<file path="src/rtl/ffb_pkg.sv">
package ffb_pkg;
  // Strobes passed from the phase control to the datapath.
  typedef struct packed {
    logic loadNow;   // last phase: sample edge closes this cycle
    logic inFirst;   // phase 1
    logic inEarly;   // first force phase (phase 3)
    logic inLate;    // second force phase (phase 4)
  } phaseStrobe_t;
endpackage

</file>
<file path="src/rtl/ffb_phase_ctrl.sv">
module ffb_phase_ctrl
  import ffb_pkg::*;
#(
  parameter int NUM_PHASES = 4,
  localparam int PW = $clog2(NUM_PHASES)
) (
  input  logic          clk,
  input  logic          rstN,
  output logic [PW-1:0] phaseIdx,
  output phaseStrobe_t  strb
);
  localparam logic [PW-1:0] LAST  = PW'(NUM_PHASES - 1);
  localparam logic [PW-1:0] EARLY = PW'(NUM_PHASES - 2);

  always_ff @(posedge clk) begin
    if (!rstN) phaseIdx <= '0;
    else if (phaseIdx == LAST) phaseIdx <= '0;
    else phaseIdx <= phaseIdx + 1'b1;
  end

  always_comb begin
    strb.loadNow = (phaseIdx == LAST);
    strb.inFirst = (phaseIdx == '0);
    strb.inEarly = (phaseIdx == EARLY);
    strb.inLate  = (phaseIdx == LAST);
  end

  // phase advances by one and wraps after the last phase
  a_r2_phase_step: assert property (@(posedge clk) disable iff (!rstN)
    ($past(rstN) && $past(phaseIdx) != LAST) |-> phaseIdx == $past(phaseIdx) + 1'b1);
  a_r2_phase_wrap: assert property (@(posedge clk) disable iff (!rstN)
    ($past(rstN) && $past(phaseIdx) == LAST) |-> phaseIdx == '0);
endmodule

</file>
<file path="src/rtl/ffb_datapath.sv">
module ffb_datapath
  import ffb_pkg::*;
#(
  parameter int CODE_W = 3
) (
  input  logic                     clk,
  input  logic                     rstN,
  input  phaseStrobe_t             strb,
  input  logic                     quantBit,
  output logic signed [CODE_W-1:0] code,
  output logic                     flagHigh,
  output logic                     flagMid,
  output logic                     flagLow,
  output logic                     sampleValid,
  output logic                     swHigh,
  output logic                     swLow,
  output logic                     swMidEarly,
  output logic                     swMidLate,
  output logic                     drivePos,
  output logic                     driveNeg
);
  localparam logic signed [CODE_W-1:0] PLUS_ONE  = CODE_W'(1);
  localparam logic signed [CODE_W-1:0] MINUS_ONE = CODE_W'(-1);
  localparam logic signed [CODE_W-1:0] PLUS_TWO  = CODE_W'(2);
  localparam logic signed [CODE_W-1:0] MINUS_TWO = CODE_W'(-2);

  logic                     prevBit;
  logic                     flipQ;
  logic signed [CODE_W-1:0] curVal, prevVal, diffVal;

  always_comb begin
    curVal  = quantBit ? PLUS_ONE : MINUS_ONE;
    prevVal = prevBit  ? PLUS_ONE : MINUS_ONE;
    diffVal = curVal - prevVal;
  end

  always_ff @(posedge clk) begin
    if (!rstN) begin
      prevBit     <= 1'b1;
      code        <= '0;
      flipQ       <= 1'b0;
      sampleValid <= 1'b0;
    end else begin
      sampleValid <= strb.loadNow;
      if (strb.loadNow) begin
        prevBit <= quantBit;
        code    <= diffVal;
        if (diffVal == '0) flipQ <= ~flipQ;
      end
    end
  end

  always_comb begin
    flagHigh   = (code == PLUS_TWO);
    flagLow    = (code == MINUS_TWO);
    flagMid    = (code == '0);
    swHigh     = flagHigh & (strb.inEarly | strb.inLate);
    swLow      = flagLow  & (strb.inEarly | strb.inLate);
    swMidEarly = flagMid  & strb.inEarly;
    swMidLate  = flagMid  & strb.inLate;
    drivePos   = swHigh | (swMidEarly & ~flipQ) | (swMidLate & flipQ);
    driveNeg   = swLow  | (swMidEarly & flipQ)  | (swMidLate & ~flipQ);
  end

  // only the three legal levels appear
  a_r3_legal_code: assert property (@(posedge clk) disable iff (!rstN)
    code == PLUS_TWO || code == MINUS_TWO || code == '0);
  // exactly one level flag
  a_r4_flags_onehot: assert property (@(posedge clk) disable iff (!rstN)
    $onehot({flagHigh, flagMid, flagLow}));
  // code holds except across the sample edge
  a_r5_code_hold: assert property (@(posedge clk) disable iff (!rstN)
    (!strb.inFirst) |-> $stable(code));
  // zero code reverses direction from phase 3 to phase 4
  a_r8_mid_reverse: assert property (@(posedge clk) disable iff (!rstN)
    (strb.inLate && flagMid && $past(rstN)) |-> (drivePos == $past(driveNeg) && driveNeg == $past(drivePos)));
endmodule

</file>
<file path="src/rtl/force_fb_sequencer.sv">
module force_fb_sequencer
  import ffb_pkg::*;
(
  input  logic       clk,
  input  logic       rstN,
  input  logic       quantBit,
  output logic [1:0] phase,
  output logic [2:0] code,
  output logic       flagHigh,
  output logic       flagMid,
  output logic       flagLow,
  output logic       sampleValid,
  output logic       swHigh,
  output logic       swLow,
  output logic       swMidEarly,
  output logic       swMidLate,
  output logic       drivePos,
  output logic       driveNeg
);
  phaseStrobe_t strb;
  logic signed [2:0] codeS;

  ffb_phase_ctrl #(.NUM_PHASES(4)) ctrl_i (
    .clk(clk), .rstN(rstN), .phaseIdx(phase), .strb(strb)
  );

  ffb_datapath #(.CODE_W(3)) dp_i (
    .clk(clk), .rstN(rstN), .strb(strb), .quantBit(quantBit),
    .code(codeS), .flagHigh(flagHigh), .flagMid(flagMid), .flagLow(flagLow),
    .sampleValid(sampleValid), .swHigh(swHigh), .swLow(swLow),
    .swMidEarly(swMidEarly), .swMidLate(swMidLate),
    .drivePos(drivePos), .driveNeg(driveNeg)
  );

  assign code = codeS;

  // no feedback outside phases 3 and 4
  a_r6_quiet_early: assert property (@(posedge clk) disable iff (!rstN)
    (phase < 2'd2) |-> !(swHigh | swLow | swMidEarly | swMidLate | drivePos | driveNeg));
  // valid strobe only in phase 1
  a_r5_valid_phase: assert property (@(posedge clk) disable iff (!rstN)
    sampleValid |-> phase == 2'd0);
endmodule

</file>
<file path="config.mk">
export PLATFORM = sky130hd
export DESIGN_NAME = force_fb_sequencer
export DESIGN_NICKNAME = d
export VERILOG_FILES = /design/src/rtl/ffb_pkg.sv /design/src/rtl/ffb_phase_ctrl.sv /design/src/rtl/ffb_datapath.sv /design/src/rtl/force_fb_sequencer.sv
export SDC_FILE = /design/constraint.sdc
export NUM_CORES = 1
export LEC_CHECK = 0
export ABC_AREA = 1
export BUFFER_PORTS_ARGS = -buffer_cell sky130_fd_sc_hd__buf_4
export CAP_MARGIN = 30
export CELL_PAD_IN_SITES_DETAIL_PLACEMENT = 1
export CELL_PAD_IN_SITES_GLOBAL_PLACEMENT = 1
export CORE_UTILIZATION = 27
export CTS_CLUSTER_DIAMETER = 30
export DETAILED_ROUTE_END_ITERATION = 10
export PLACE_DENSITY = 0.78
export SLEW_MARGIN = 0
export SYNTH_ARGS = -nofsm -noshare
export SYNTH_HDL_FRONTEND = slang
export SYNTH_SLANG_ARGS = --single-unit
</file>
<file path="constraint.sdc">
create_clock -name clk -period 1.45 [get_ports clk]
set_clock_uncertainty 0.05 [all_clocks]
set_input_delay 0.435 -clock clk [delete_from_list [all_inputs] [get_ports clk]]
set_output_delay 0.435 -clock clk [all_outputs]
set_load 0.01 [all_outputs]
</file>
==> flow_summary.yaml <==
run_status:
  status: "complete, but fails checks"
  violations: "setup timing"
die:
  coreArea_sq_um: 1170
  rows: 12
  die-area_sq_um: 1480
  start_util_pct: 30.7
  die_h_microns: 38.5
  die_width_microns: 38.5
  num_io_pins: 18
critical_path:
  start_kind: "register"
  crit_type: "register to output port"
  cp_max_fo: 3
  max_stage_delay_ps: 370
  required_ps: 970
  end_kind: "output port"
  path_cells: "ha_4 > buf_4 > nand3_1 > nand3_2 > buf_6"
  crit_path_top_delay_cell: "dfxtp_4"
  arrival_ps: 1250
power:
  powerDensity_nw_per_um2: 849
  max-vdd-ir-drop_mv: 0.577
  p_leak_nw: 0.415
  power_uw: 634
clock_tree:
  clock_sink_count: 7
  worstSkewPairLatency_ps: 250
  cts_tree: "yes"
  cts-root-buf: "clkbuf_4"
  clk_pin_slew_ps: 60
  h-tree-depth: 1
  cts.path.max_buffers: 2
  cts_buffers: 3
global_routing:
  grt_pass1_vias: 426
  grtUsageTotal_pct: 17.6
  antenna_found_initial: 0
  grt_pass1_wl_mm: 1.77
  grt_overflow_total: 0
  grt_max_degree: 8
synth:
  syn-cell-area_sq_um: 359
  synth_area_leaders: "dfxtp_1 (39%), ha_1 (10%), inv_1 (10%)"
  synth_area_per_cell_sq_um: 6.91
  synth_top_area_share_pct: 39.0
  ys_types: 13
  yosys_warnings: 0
  yosysTopAreaCell: "dfxtp_1"
  ys_ff_latch: 7
  syn_nets: 58
  yosysSeqAreaShare_pct: 39.0
  netlist_instances: 52
route:
  ant_nets: 0
  wl_mm: 1.36
  route.detailed.drc: 0
  drtIter0Drc: 5
  via_per_inst: 4.85
  vias: 461
  drt_first_pass_iters: 4
  wire_per_inst_microns: 14.4
sta:
  finalCriticalPeriod_ps: 1740
  postLayoutSetupSlackWorst_ps: -286
  fmax_ghz: 0.576
  finalHoldViolCount: 0
  fin_tns_setup_ps: -1360
  drv_slew: 0
  grt_setup_unrepaired: "yes"
  finalCritPeriodShare_pct: 120
  whs_ps: 421
  setup_violations: 7
place:
  placed_cell_area_sq_um: 556
  portBuffers: 16
  dp_cells: 89
  preCtsSetupSlack_ps: -86.1
  place_congestion: 0.734
  hpwlAfterDp_microns: 829
hold_path:
  hp-class: "input port to register"
finish:
  fin_nets: 88
  stdcell_count: 95
  design_area_sq_um: 747
  drive_gt1_share_pct: 65.4
  utilization_pct: 63.8
  syn2layout_area_growth_pct: 108
  fill_cells: 137
  antenna_cells: 0
job:
  cap_violations: 0
## kinds of logic (layout without fill, tap and decap cells)
family,count (synthesis),count (layout),synth area share [%]
AO/OA/AOI/OAI,3,3,4.18
adder cells (fa/ha/maj),3,3,10.5
buffers and inverters,12,41,13.6
flip-flops,7,7,39.0
other,1,1,1.04
AND/OR/NAND/NOR,26,26,31.7
## cells in the mapped netlist, drive strengths merged
| library cell | n |
|---|---|
| inv | 11 |
| nand2 | 9 |
| nor2 | 8 |
| dfxtp | 7 |
| nand3 | 7 |
| ha | 3 |
| nor3 | 2 |
| o21ai | 2 |
| a21oi | 1 |
| buf | 1 |
| conb | 1 |
## path summary, 6_finish.rpt
check / startpoint / end / slack (ps) / cells after the start
setup reg to reg: ctrl_i.phaseIdx[1]$_SDFF_PP0_ / dp_i.flipQ$_SDFFE_PN0P_ / 310 / 5
hold / removal: quantBit / dp_i.prevBit$_SDFFE_PN1P_ / 420 / 3
hold reg to reg: dp_i.prevBit$_SDFFE_PN1P_ / dp_i.prevBit$_SDFFE_PN1P_ / 460 / 2
setup / recovery: ctrl_i.phaseIdx[0]$_SDFF_PP0_ / driveNeg / -290 / 5
## layout by cell type, fill, tap and decap left out
cell       n
ha_4       2
clkbuf_1   1
conb_1     1
inv_2      3
dfxtp_1    3
nand2_4    3
nand2_2    1
a21oi_1    1
clkbuf_4   3
nor2_4     2
ha_1       1
nor3_2     1
inv_1      5
o21ai_0    2
nand2_1    5
inv_4      3
buf_6     10
nor3_4     1
nor2_1     6
dfxtp_4    4
buf_4     16
nand3_2    4
nand3_1    3
## state kept, by name, indices dropped and copies added (netlist names)
signal,flops
ctrl_i.phaseIdx,2
dp_i.code,2
dp_i.flipQ,1
dp_i.prevBit,1
dp_i.sampleValid,1
## routing by layer
layer	vias to the layer above	track usage [%]	part of all wire (%)
met5	-	0	0
met4	0	6.90	1.7
met3	2	3.49	4.2
met2	23	34.3	59
met1	218	17.7	35
li1	218	-	-
## layout make-up
cell class                 instances  area, sq um  share of cell area [%]
inverter                          11         48.8                    6.53
timing repair buffer              26          233                    31.2
clock buffer                       4         26.3                    3.52
tap                               14         17.5                    2.35
multi-input combinational         33          267                    35.7
sequential                         7          155                    20.8
## what timing repair did
| item | in CTS | in global routing |
|---|---|---|
| cloned | 0 | 0 |
| pin swaps | 7 | 3 |
| hold buffers | 0 | 0 |
| setup buffers | 0 | 2 |
| gates resized for setup | 26 | 18 |
| setup endpoints to repair | 9 | 9 |
## worst max-delay path, delay by kind of cell, from the launching register on
family	cells	cell delay, ps
flops	1	370
fa+ha+maj	1	180
simple gates	2	200
buf+inv	2	260
## report_power, final
part,switching (mW),internal (mW)
Clock,0.0795,0.106
Combinational,0.100,0.117
Sequential,0.0260,0.207
Total,0.206,0.429
(Power assumes the default switching activity.)
